===== src/rtl/spi_host_pkg.sv =====
// Package: shared constants and types for the SPI host controller.
// Assumes a fixed 8-bit character; all other sizes are module parameters.
package spi_host_pkg;
    localparam int BYTE_W = 8;

    typedef enum logic {
        ENG_IDLE  = 1'b0,
        ENG_SHIFT = 1'b1
    } eng_state_t;

    typedef struct packed {
        logic ckp;   // serial clock idle level
        logic cke;   // 1: data changes on active-to-idle edge
    } spi_mode_t;
endpackage


===== src/rtl/spi_rate_gen.sv =====
// Module: half-period tick generator for the serial clock.
// Latches the divider when a transfer starts and pulses tick every
// (div+1) system clocks while run is high. Assumes run rises the cycle
// after start.
module spi_rate_gen #(
    parameter int DIV_W = 8
) (
    input  logic             clk,
    input  logic             rst_n,
    input  logic             start,
    input  logic             run,
    input  logic [DIV_W-1:0] div_in,
    output logic             tick
);
    logic [DIV_W-1:0] div_q;
    logic [DIV_W-1:0] cnt_q;

    assign tick = run && (cnt_q == div_q);

    // Capture the divider for the whole transfer and count half-periods.
    always_ff @(posedge clk) begin
        if (!rst_n) begin
            div_q <= '0;
            cnt_q <= '0;
        end else if (start) begin
            div_q <= div_in;
            cnt_q <= '0;
        end else if (!run || tick) begin
            cnt_q <= '0;
        end else begin
            cnt_q <= cnt_q + 1'b1;
        end
    end
endmodule


===== src/rtl/spi_hold_regs.sv =====
// Module: transmit and receive holding registers.
// The transmit side accepts one byte when empty and releases it when the
// shifter takes it; the receive side stores each finished byte and keeps
// a valid flag until the host reads. Assumes take only when tx_full.
module spi_hold_regs #(
    parameter int W = 8
) (
    input  logic         clk,
    input  logic         rst_n,
    input  logic         wr_en,
    input  logic [W-1:0] wr_data,
    input  logic         take,
    input  logic         fin,
    input  logic [W-1:0] fin_word,
    input  logic         rd_en,
    output logic         tx_full,
    output logic [W-1:0] tx_word,
    output logic [W-1:0] rx_word,
    output logic         rx_valid
);
    // Transmit holding register: load when empty, empty on take.
    always_ff @(posedge clk) begin
        if (!rst_n) begin
            tx_full <= 1'b0;
            tx_word <= '0;
        end else if (take) begin
            tx_full <= 1'b0;
        end else if (wr_en && !tx_full) begin
            tx_full <= 1'b1;
            tx_word <= wr_data;
        end
    end

    // Receive holding register: completion wins over a same-cycle read.
    always_ff @(posedge clk) begin
        if (!rst_n) begin
            rx_word  <= '0;
            rx_valid <= 1'b0;
        end else if (fin) begin
            rx_word  <= fin_word;
            rx_valid <= 1'b1;
        end else if (rd_en) begin
            rx_valid <= 1'b0;
        end
    end
endmodule


===== src/rtl/spi_shift_eng.sv =====
// Module: shift engine. Loads a byte, drives select, clock and data for
// 2*BYTE_W half-periods and shifts the input line into the same register.
// Mode and select are frozen at start. fin and rx_word are combinational
// so the receive register latches on the edge where busy falls.
module spi_shift_eng
    import spi_host_pkg::*;
#(
    parameter int NSEL  = 4,
    parameter int SEL_W = 2
) (
    input  logic              clk,
    input  logic              rst_n,
    input  logic              start,
    input  logic [BYTE_W-1:0] tx_byte,
    input  spi_mode_t         mode_in,
    input  logic [SEL_W-1:0]  sel_in,
    input  logic              tick,
    input  logic              miso,
    output logic              sclk,
    output logic              mosi,
    output logic [NSEL-1:0]   ss_n,
    output logic              busy,
    output logic              fin,
    output logic [BYTE_W-1:0] rx_word
);
    localparam int NEDGE  = 2 * BYTE_W;
    localparam int EDGE_W = $clog2(NEDGE);

    eng_state_t          st_q;
    spi_mode_t           mode_q;
    logic [BYTE_W-1:0]   sh_q;
    logic                samp_q;
    logic [EDGE_W-1:0]   edge_q;
    logic [NSEL-1:0]     sel_dec;
    logic                lead;
    logic                last;
    logic                in_bit;

    // One-hot active-low decode of the requested slave.
    for (genvar g = 0; g < NSEL; g++) begin : g_dec
        assign sel_dec[g] = (sel_in != SEL_W'(g));
    end

    assign busy    = (st_q == ENG_SHIFT);
    assign lead    = ~edge_q[0];
    assign last    = (edge_q == EDGE_W'(NEDGE - 1));
    assign in_bit  = mode_q.cke ? samp_q : miso;
    assign fin     = busy && tick && last;
    assign rx_word = {sh_q[BYTE_W-2:0], in_bit};

    // Sequence the transfer: load, toggle clock, sample and shift, release.
    always_ff @(posedge clk) begin
        if (!rst_n) begin
            st_q   <= ENG_IDLE;
            mode_q <= '0;
            sh_q   <= '0;
            samp_q <= 1'b0;
            edge_q <= '0;
            sclk   <= 1'b0;
            mosi   <= 1'b0;
            ss_n   <= '1;
        end else begin
            case (st_q)
                ENG_IDLE: begin
                    sclk <= mode_in.ckp;
                    if (start) begin
                        st_q   <= ENG_SHIFT;
                        mode_q <= mode_in;
                        sh_q   <= tx_byte;
                        edge_q <= '0;
                        ss_n   <= sel_dec;
                        if (mode_in.cke) begin
                            mosi <= tx_byte[BYTE_W-1];
                        end
                    end
                end
                default: begin
                    if (tick) begin
                        sclk   <= ~sclk;
                        edge_q <= edge_q + 1'b1;
                        if (lead) begin
                            if (mode_q.cke) begin
                                samp_q <= miso;
                            end else begin
                                mosi <= sh_q[BYTE_W-1];
                            end
                        end else if (last) begin
                            st_q <= ENG_IDLE;
                            ss_n <= '1;
                        end else begin
                            sh_q <= {sh_q[BYTE_W-2:0], in_bit};
                            if (mode_q.cke) begin
                                mosi <= sh_q[BYTE_W-2];
                            end
                        end
                    end
                end
            endcase
        end
    end
endmodule


===== src/rtl/spi_host_ctrl.sv =====
// Module: top of the buffered SPI master. Ties the holding registers,
// rate generator and shift engine together. A held byte is started the
// first idle cycle it is present. Assumes configuration inputs are held
// steady from a write until the matching transfer completes.
module spi_host_ctrl
    import spi_host_pkg::*;
#(
    parameter  int NSEL  = 4,
    parameter  int DIV_W = 8,
    localparam int SEL_W = (NSEL > 1) ? $clog2(NSEL) : 1
) (
    input  logic              clk,
    input  logic              rst_n,
    input  logic              cfg_ckp,
    input  logic              cfg_cke,
    input  logic [DIV_W-1:0]  cfg_div,
    input  logic [SEL_W-1:0]  cfg_sel,
    input  logic              tx_wr,
    input  logic [BYTE_W-1:0] tx_data,
    output logic              tx_full,
    input  logic              rx_rd,
    output logic [BYTE_W-1:0] rx_data,
    output logic              rx_valid,
    output logic              busy,
    output logic              sclk,
    output logic              mosi,
    input  logic              miso,
    output logic [NSEL-1:0]   ss_n
);
    logic              start;
    logic              tick;
    logic              fin;
    logic [BYTE_W-1:0] tx_word;
    logic [BYTE_W-1:0] fin_word;
    spi_mode_t         mode;

    assign mode  = '{ckp: cfg_ckp, cke: cfg_cke};
    assign start = tx_full && !busy;

    spi_hold_regs #(.W(BYTE_W)) hold_i (
        .clk      (clk),
        .rst_n    (rst_n),
        .wr_en    (tx_wr),
        .wr_data  (tx_data),
        .take     (start),
        .fin      (fin),
        .fin_word (fin_word),
        .rd_en    (rx_rd),
        .tx_full  (tx_full),
        .tx_word  (tx_word),
        .rx_word  (rx_data),
        .rx_valid (rx_valid)
    );

    spi_rate_gen #(.DIV_W(DIV_W)) rate_i (
        .clk    (clk),
        .rst_n  (rst_n),
        .start  (start),
        .run    (busy),
        .div_in (cfg_div),
        .tick   (tick)
    );

    spi_shift_eng #(.NSEL(NSEL), .SEL_W(SEL_W)) eng_i (
        .clk     (clk),
        .rst_n   (rst_n),
        .start   (start),
        .tx_byte (tx_word),
        .mode_in (mode),
        .sel_in  (cfg_sel),
        .tick    (tick),
        .miso    (miso),
        .sclk    (sclk),
        .mosi    (mosi),
        .ss_n    (ss_n),
        .busy    (busy),
        .fin     (fin),
        .rx_word (fin_word)
    );
endmodule


===== config.mk =====
export PLATFORM = sky130hd
export DESIGN_NAME = spi_host_ctrl
export DESIGN_NICKNAME = d
export VERILOG_FILES = /design/src/rtl/spi_host_pkg.sv /design/src/rtl/spi_rate_gen.sv /design/src/rtl/spi_hold_regs.sv /design/src/rtl/spi_shift_eng.sv /design/src/rtl/spi_host_ctrl.sv
export SDC_FILE = /design/constraint.sdc
export NUM_CORES = 1
export LEC_CHECK = 0
export ABC_AREA = 1
export BUFFER_PORTS_ARGS = -buffer_cell sky130_fd_sc_hd__buf_2
export CORE_MARGIN = 2
export CORE_UTILIZATION = 40
export CTS_BUF_LIST = sky130_fd_sc_hd__clkbuf_8
export DETAILED_ROUTE_END_ITERATION = 12
export GPL_TIMING_DRIVEN = 0
export PLACE_DENSITY = 0.65
export SLEW_MARGIN = 10
export SYNTH_ARGS = -nofsm -noshare
export SYNTH_HDL_FRONTEND = slang
export SYNTH_SLANG_ARGS = --single-unit

===== constraint.sdc =====
create_clock -name clk -period 1.5 [get_ports clk]
set_input_delay 0.075 -clock clk [delete_from_list [all_inputs] [get_ports clk]]
set_output_delay 0.075 -clock clk [all_outputs]
set_load 0.02 [all_outputs]

* Word level (Yosys, flattened, before mapping) *
Index checks and enable logic that the tools add are counted.

cells by class
  add/sub/neg operators = 2
  multipliers = 0
  div/mod/pow operators = 0
  $lt $le $gt $ge = 0
  equality and inequality tests = 12
  shifts and indexed selects = 0
  muxes and demuxes = 31
  bitwise operators = 5
  reduce and logical (&&, ||, !) cells = 21

operator list
  kind                 count
  $mux 8               5
  $mux 4               8
  $mux 1               18
  $reduce_and 4->1     3
  $ne 2x2->1 const B   5
  $ne 3x3->1 const B   3
  $add 8x1->8 const B  1
  $eq 8x8->1           1
  $reduce_bool 2->1    4
  $reduce_and 2->1     3
  $reduce_and 6->1     1
  $logic_and 1x1->1    5
  $not 1->1            5
  $add 4x1->4 const B  1
  $eq 4x4->1 const B   1
  $ne 2x1->1 const B   2
  $reduce_or 3->1      1
  $logic_not 1->1      2
  $reduce_or 2->1      1
  $logic_or 1x1->1     1

storage, ports and cells
  register bits after elaboration = 55
  bits in latches = 0
  RAM bits = 0
  bits in read-only memories = 0
  input port bits = 25
  output and inout bits = 17
  logic and storage cells = 85
  memories kept = 0

* Longest topological paths before layout *
  word-level depth = 5
  gate-level depth with buffers = 12
  mapped depth without buffers = 11

* Hierarchy *
A second synthesis with hierarchy kept.

second synthesis, totals
  cells, all modules = 357
  area total of the unflattened synthesis = 2647.5 sq um

modules (own cells, without submodules)
  module         instances  cells each  area each (sq um)  sequential area each (sq um)
  spi_shift_eng  1          164         1177.4             420.4
  spi_rate_gen   1          97          752.0              320.3
  spi_hold_regs  1          94          708.2              360.3
  spi_host_ctrl  1          2           10.0               0.0

* Worst setup path before layout *
OpenSTA, ideal clock, no wires.

  path kind = register to register
  start = reg eng_i.edge_q[0]
  end = reg eng_i.sh_q[0]
  library setup time = 0.115 ns
  arrival time = 1.376 ns
  required time = 1.385 ns
  setup slack = 0.009 ns
  stages on the path, launching flop included = 8
  path buffers = 1
  clock period less this slack = 1.491 ns
  cells stage by stage = dfxtp_1 > ha_1 > nand3_2 > nor2_1 > nor2_1 > buf_2 > a21oi_1 > nor2_1

between the ends
  cells in the longest elaborated chain, start to end = 3
  elaborated cells on any way between the ends = 4
  those cells by class = 3 x eq/ne; 1 x reduce/logical

RTL lines
  element                              RTL line             RTL
  start, declared                      spi_shift_eng.sv:33  logic [EDGE_W-1:0] edge_q;
  start signal, assigned               spi_shift_eng.sv:80  edge_q <= edge_q + 1'b1;
  $eq 4x4->1                           spi_shift_eng.sv:46  assign last = (edge_q == EDGE_W'(NEDGE - 1));
  $ne 2x2->1 (no source line)          --
  $reduce_and 4->1 (no source line) *  --
  end signal, assigned                 spi_shift_eng.sv:69  sh_q <= tx_byte;
  end signal, assigned                 spi_shift_eng.sv:91  sh_q <= {sh_q[BYTE_W-2:0], in_bit};
  end, declared                        spi_shift_eng.sv:31  logic [BYTE_W-1:0] sh_q;

Mark *: on every way between the ends. The rest lies on a longest branch, timed or not.
A chain may end at the register's enable or synchronous reset.

* Worst setup path in the final report *
  start = reg rate_i.div_q[4]
  end = reg eng_i.mosi

between the ends
  cells in the longest elaborated chain, start to end = 4

RTL lines
  element                            RTL line             RTL
  start, declared                    spi_rate_gen.sv:15   logic [DIV_W-1:0] div_q;
  start signal, assigned             spi_rate_gen.sv:26   div_q <= div_in;
  $eq 8x8->1                         spi_rate_gen.sv:18   assign tick = run && (cnt_q == div_q);
  $logic_and 1x1->1                  spi_rate_gen.sv:18
  $ne 2x1->1 (no source line)        --
  $reduce_and 6->1 (no source line)  --
  end signal, assigned               spi_shift_eng.sv:73  mosi <= tx_byte[BYTE_W-1];
  end signal, assigned               spi_shift_eng.sv:85  mosi <= sh_q[BYTE_W-1];
  end signal, assigned               spi_shift_eng.sv:93  mosi <= sh_q[BYTE_W-2];
  end, declared                      spi_shift_eng.sv:20  output logic mosi,

No other way between the ends.

==> impl_results.md <==
- Status: finished, final reports clean
- Final ANT Viol Nets: 0
- Vias: 2311
- Critical path class: flop to flop
- Yosys reg bits: 55
- Die Wd: 81.84 µm
- Worst-Margin Slew: 0.4803 ns
- Worst path required time: 1.76 ns
- TritonCTS clock tree: built
- CP arrival: 1.70 ns
- Skew final: 0.008542 ns
- Slew headroom: 0.6798
- Vias in the first global route: 2101
- Commonest non-fill, non-tap cell in the layout: nand2_1
- Final GP Congestion: 0.8580
- Dpl cell area: 2718 µm²
- Final worst-path cycle share: 0.9598
- Max Cap Violations: 0
- RSZ-0062 raised after global routing: yes
- Total Wirelength: 5.828 mm
- Die Y: 81.84 µm
- Yosys warning count: 0
- Final Max Tran Viols: 0
- Total GRT Usage: 0.1805
- Drt pass-1 iters: 4
- Antenna violations before repair: 0
- Clock sink total: 55
- Post-route cell area: 3088 µm²
- Leak: 0.001302 µW
- Clk Latency, worst-skew pair: 0.31 ns
- Largest net degree at the start of global routing: 18
- CTS root buffer: clkbuf_8
- Worst-path fanout max: 5
- Hold crit path type: input pin to flop
- Startpoint Class: flop
- Rows: 28
- I/O Buffers: 40
- Syn Nets: 362
- Worst vdd ir: 0.6223 mV
- Sequential-to-total area share from yosys stat: 0.4543
- Syn avg cell area: 7.235 µm²
- Routed len/inst: 12.27 µm
- Die Area: 6698 µm²
- Grt ovf: 0
- Area Growth Syn to Fin: 27.41%
- Wire length of the first global-routing pass: 9.446 mm
- Layout cell share with drive strength beyond 1: 0.2425
- Post-layout util: 0.5247
- Setup_tns: 0 ns
- Synthesized cell area: 2424 µm²
- Fill cells: 613
- Bufs on Longest Clock Path: 2
- N_diodes: 0
- Core Area: 5886 µm²
- Post-Synthesis Cells: 335
- H-Tree Depth: 2
- Final Hold Viols: 0
- Clock transition at path regs: 0.10 ns
- Crit path time final: 1.440 ns
- Number of setup violations in the final report: 0
- Power per cell area: 1136 nW/µm²
- Num CTS Buffers: 5
- Synth unique cells: 27
- # nets final: 426
- CP Capture Type: flop
- DRT iter0 DRCs: 104
- Commonest cells after routing, fill and taps aside: nand2_1 (68), dfxtp_1 (46), buf_2 (43)
- Initial Util: 0.4118
- Routed vias/inst: 4.865
- F_max: 0.6946 GHz
- Top-level I/O count: 42
- DRC viols: 0
- Dpl hpwl: 4.125 mm
## repair_timing
action | in CTS | in global routing
buffers inserted | 1 | 7
cloned | 0 | 1
hold buffers | 8 | 0
gates resized for setup | 16 | 22
hold endpoints to repair | 8 | 0
endpoints found under the setup margin | 29 | 34
pin swaps | 1 | 7
## state kept, by name, indices dropped and copies added, names as in the netlist, 4 cells and up
signal	flops
rate_i.div_q	8
hold_i.rx_word	8
hold_i.tx_word	8
eng_i.edge_q	4
eng_i.ss_n	4
eng_i.sh_q	8
rate_i.cnt_q	8
## layout make-up
class                   instances  area [µm²]  area share
clock inverters                 2       16.27    0.005267
clock buffers                   6       82.58     0.02674
repair buffers                 57       351.6      0.1139
flip-flops and latches         55        1120      0.3626
plain buffers                  13       78.83     0.02553
multi-input cells             235        1225      0.3967
inverters                      32       120.1     0.03890
well taps                      75       93.84     0.03039
## power breakdown
group	internal, µW	switching, µW	total (µW)
registers	1600	113	1710
logic	357	562	920
clock network	378	501	879
total	2330	1180	3510
## critical path, cell delays in order, from the launching register on
cell and delay [ns]:
dfxtp_1 0.35, xnor2_2 0.18, nand2_2 0.08, nor2_4 0.14, nand3_4 0.12, nand2_4 0.11, buf_6 0.12, nand2_1 0.07
nand2_1 0.07, nand2_1 0.04, nor2_1 0.09
## cell families after synthesis
group | count (synthesis) | synth area share
compound gates | 70 | 0.1471
xor+xnor | 8 | 0.02891
fa+ha+maj | 2 | 0.01032
buf+inv | 45 | 0.07951
flops | 55 | 0.4543
mux | 3 | 0.01239
simple gates | 152 | 0.2674
## per-stage QoR
stage / std cells / hold WS [ns] / total power (µW) / setup slack, ns
after floorplan: 335 / 0.2099 / 2300 / 0.008743
after detailed placement: 450 / 0.3021 / 2530 / -0.3224
after CTS: 467 / 0.003908 / 3442 / -0.01150
final: 475 / 0.004708 / 3507 / 0.06026
after global placement: 450 / 0.3013 / 2516 / -0.3030
after global routing: 475 / 0.04426 / 3706 / -0.09919
## Yosys cell counts
library cell | number | area [µm²]
a31oi_1 | 1 | 6.260
buf_2 | 4 | 20.02
nand2_1 | 72 | 270.3
nor2_1 | 44 | 165.2
or2_0 | 1 | 6.260
xnor2_1 | 5 | 43.79
nand3_4 | 1 | 17.52
xor2_1 | 3 | 26.28
dfxtp_1 | 55 | 1101
buf_6 | 2 | 22.52
nand2_2 | 1 | 6.260
nand3_2 | 1 | 10.01
ha_1 | 2 | 25.02
nor3b_1 | 1 | 7.510
mux2i_1 | 3 | 30.03
clkbuf_1 | 6 | 22.52
inv_2 | 2 | 7.510
nor2_4 | 1 | 11.26
buf_4 | 1 | 7.510
a21oi_1 | 32 | 160.2
o22ai_1 | 1 | 6.260
nand3_1 | 27 | 135.1
nand4_1 | 1 | 6.260
nor2_2 | 2 | 12.51
o21ai_0 | 35 | 175.2
o21ai_2 | 1 | 8.760
inv_1 | 30 | 112.6
## metal layers
layer  part of all wire  track usage  vias up
li1                   -            -     1210
met1               0.47       0.2371     1040
met2               0.47       0.3016       51
met3              0.045      0.03077       10
met4              0.015      0.05667        0
met5                  0            0        -
## worst paths after layout
path,depth (start not counted),slack (ns),from,end
max reg2reg,10,0.06,rate_i.div_q[4],eng_i.mosi
max,10,0.06,rate_i.div_q[4],eng_i.mosi
min reg2reg,2,0.44,hold_i.rx_word[0],hold_i.rx_word[0]
min,3,0.005,tx_data[4],hold_i.tx_word[4]
(Power assumes the default switching activity.)
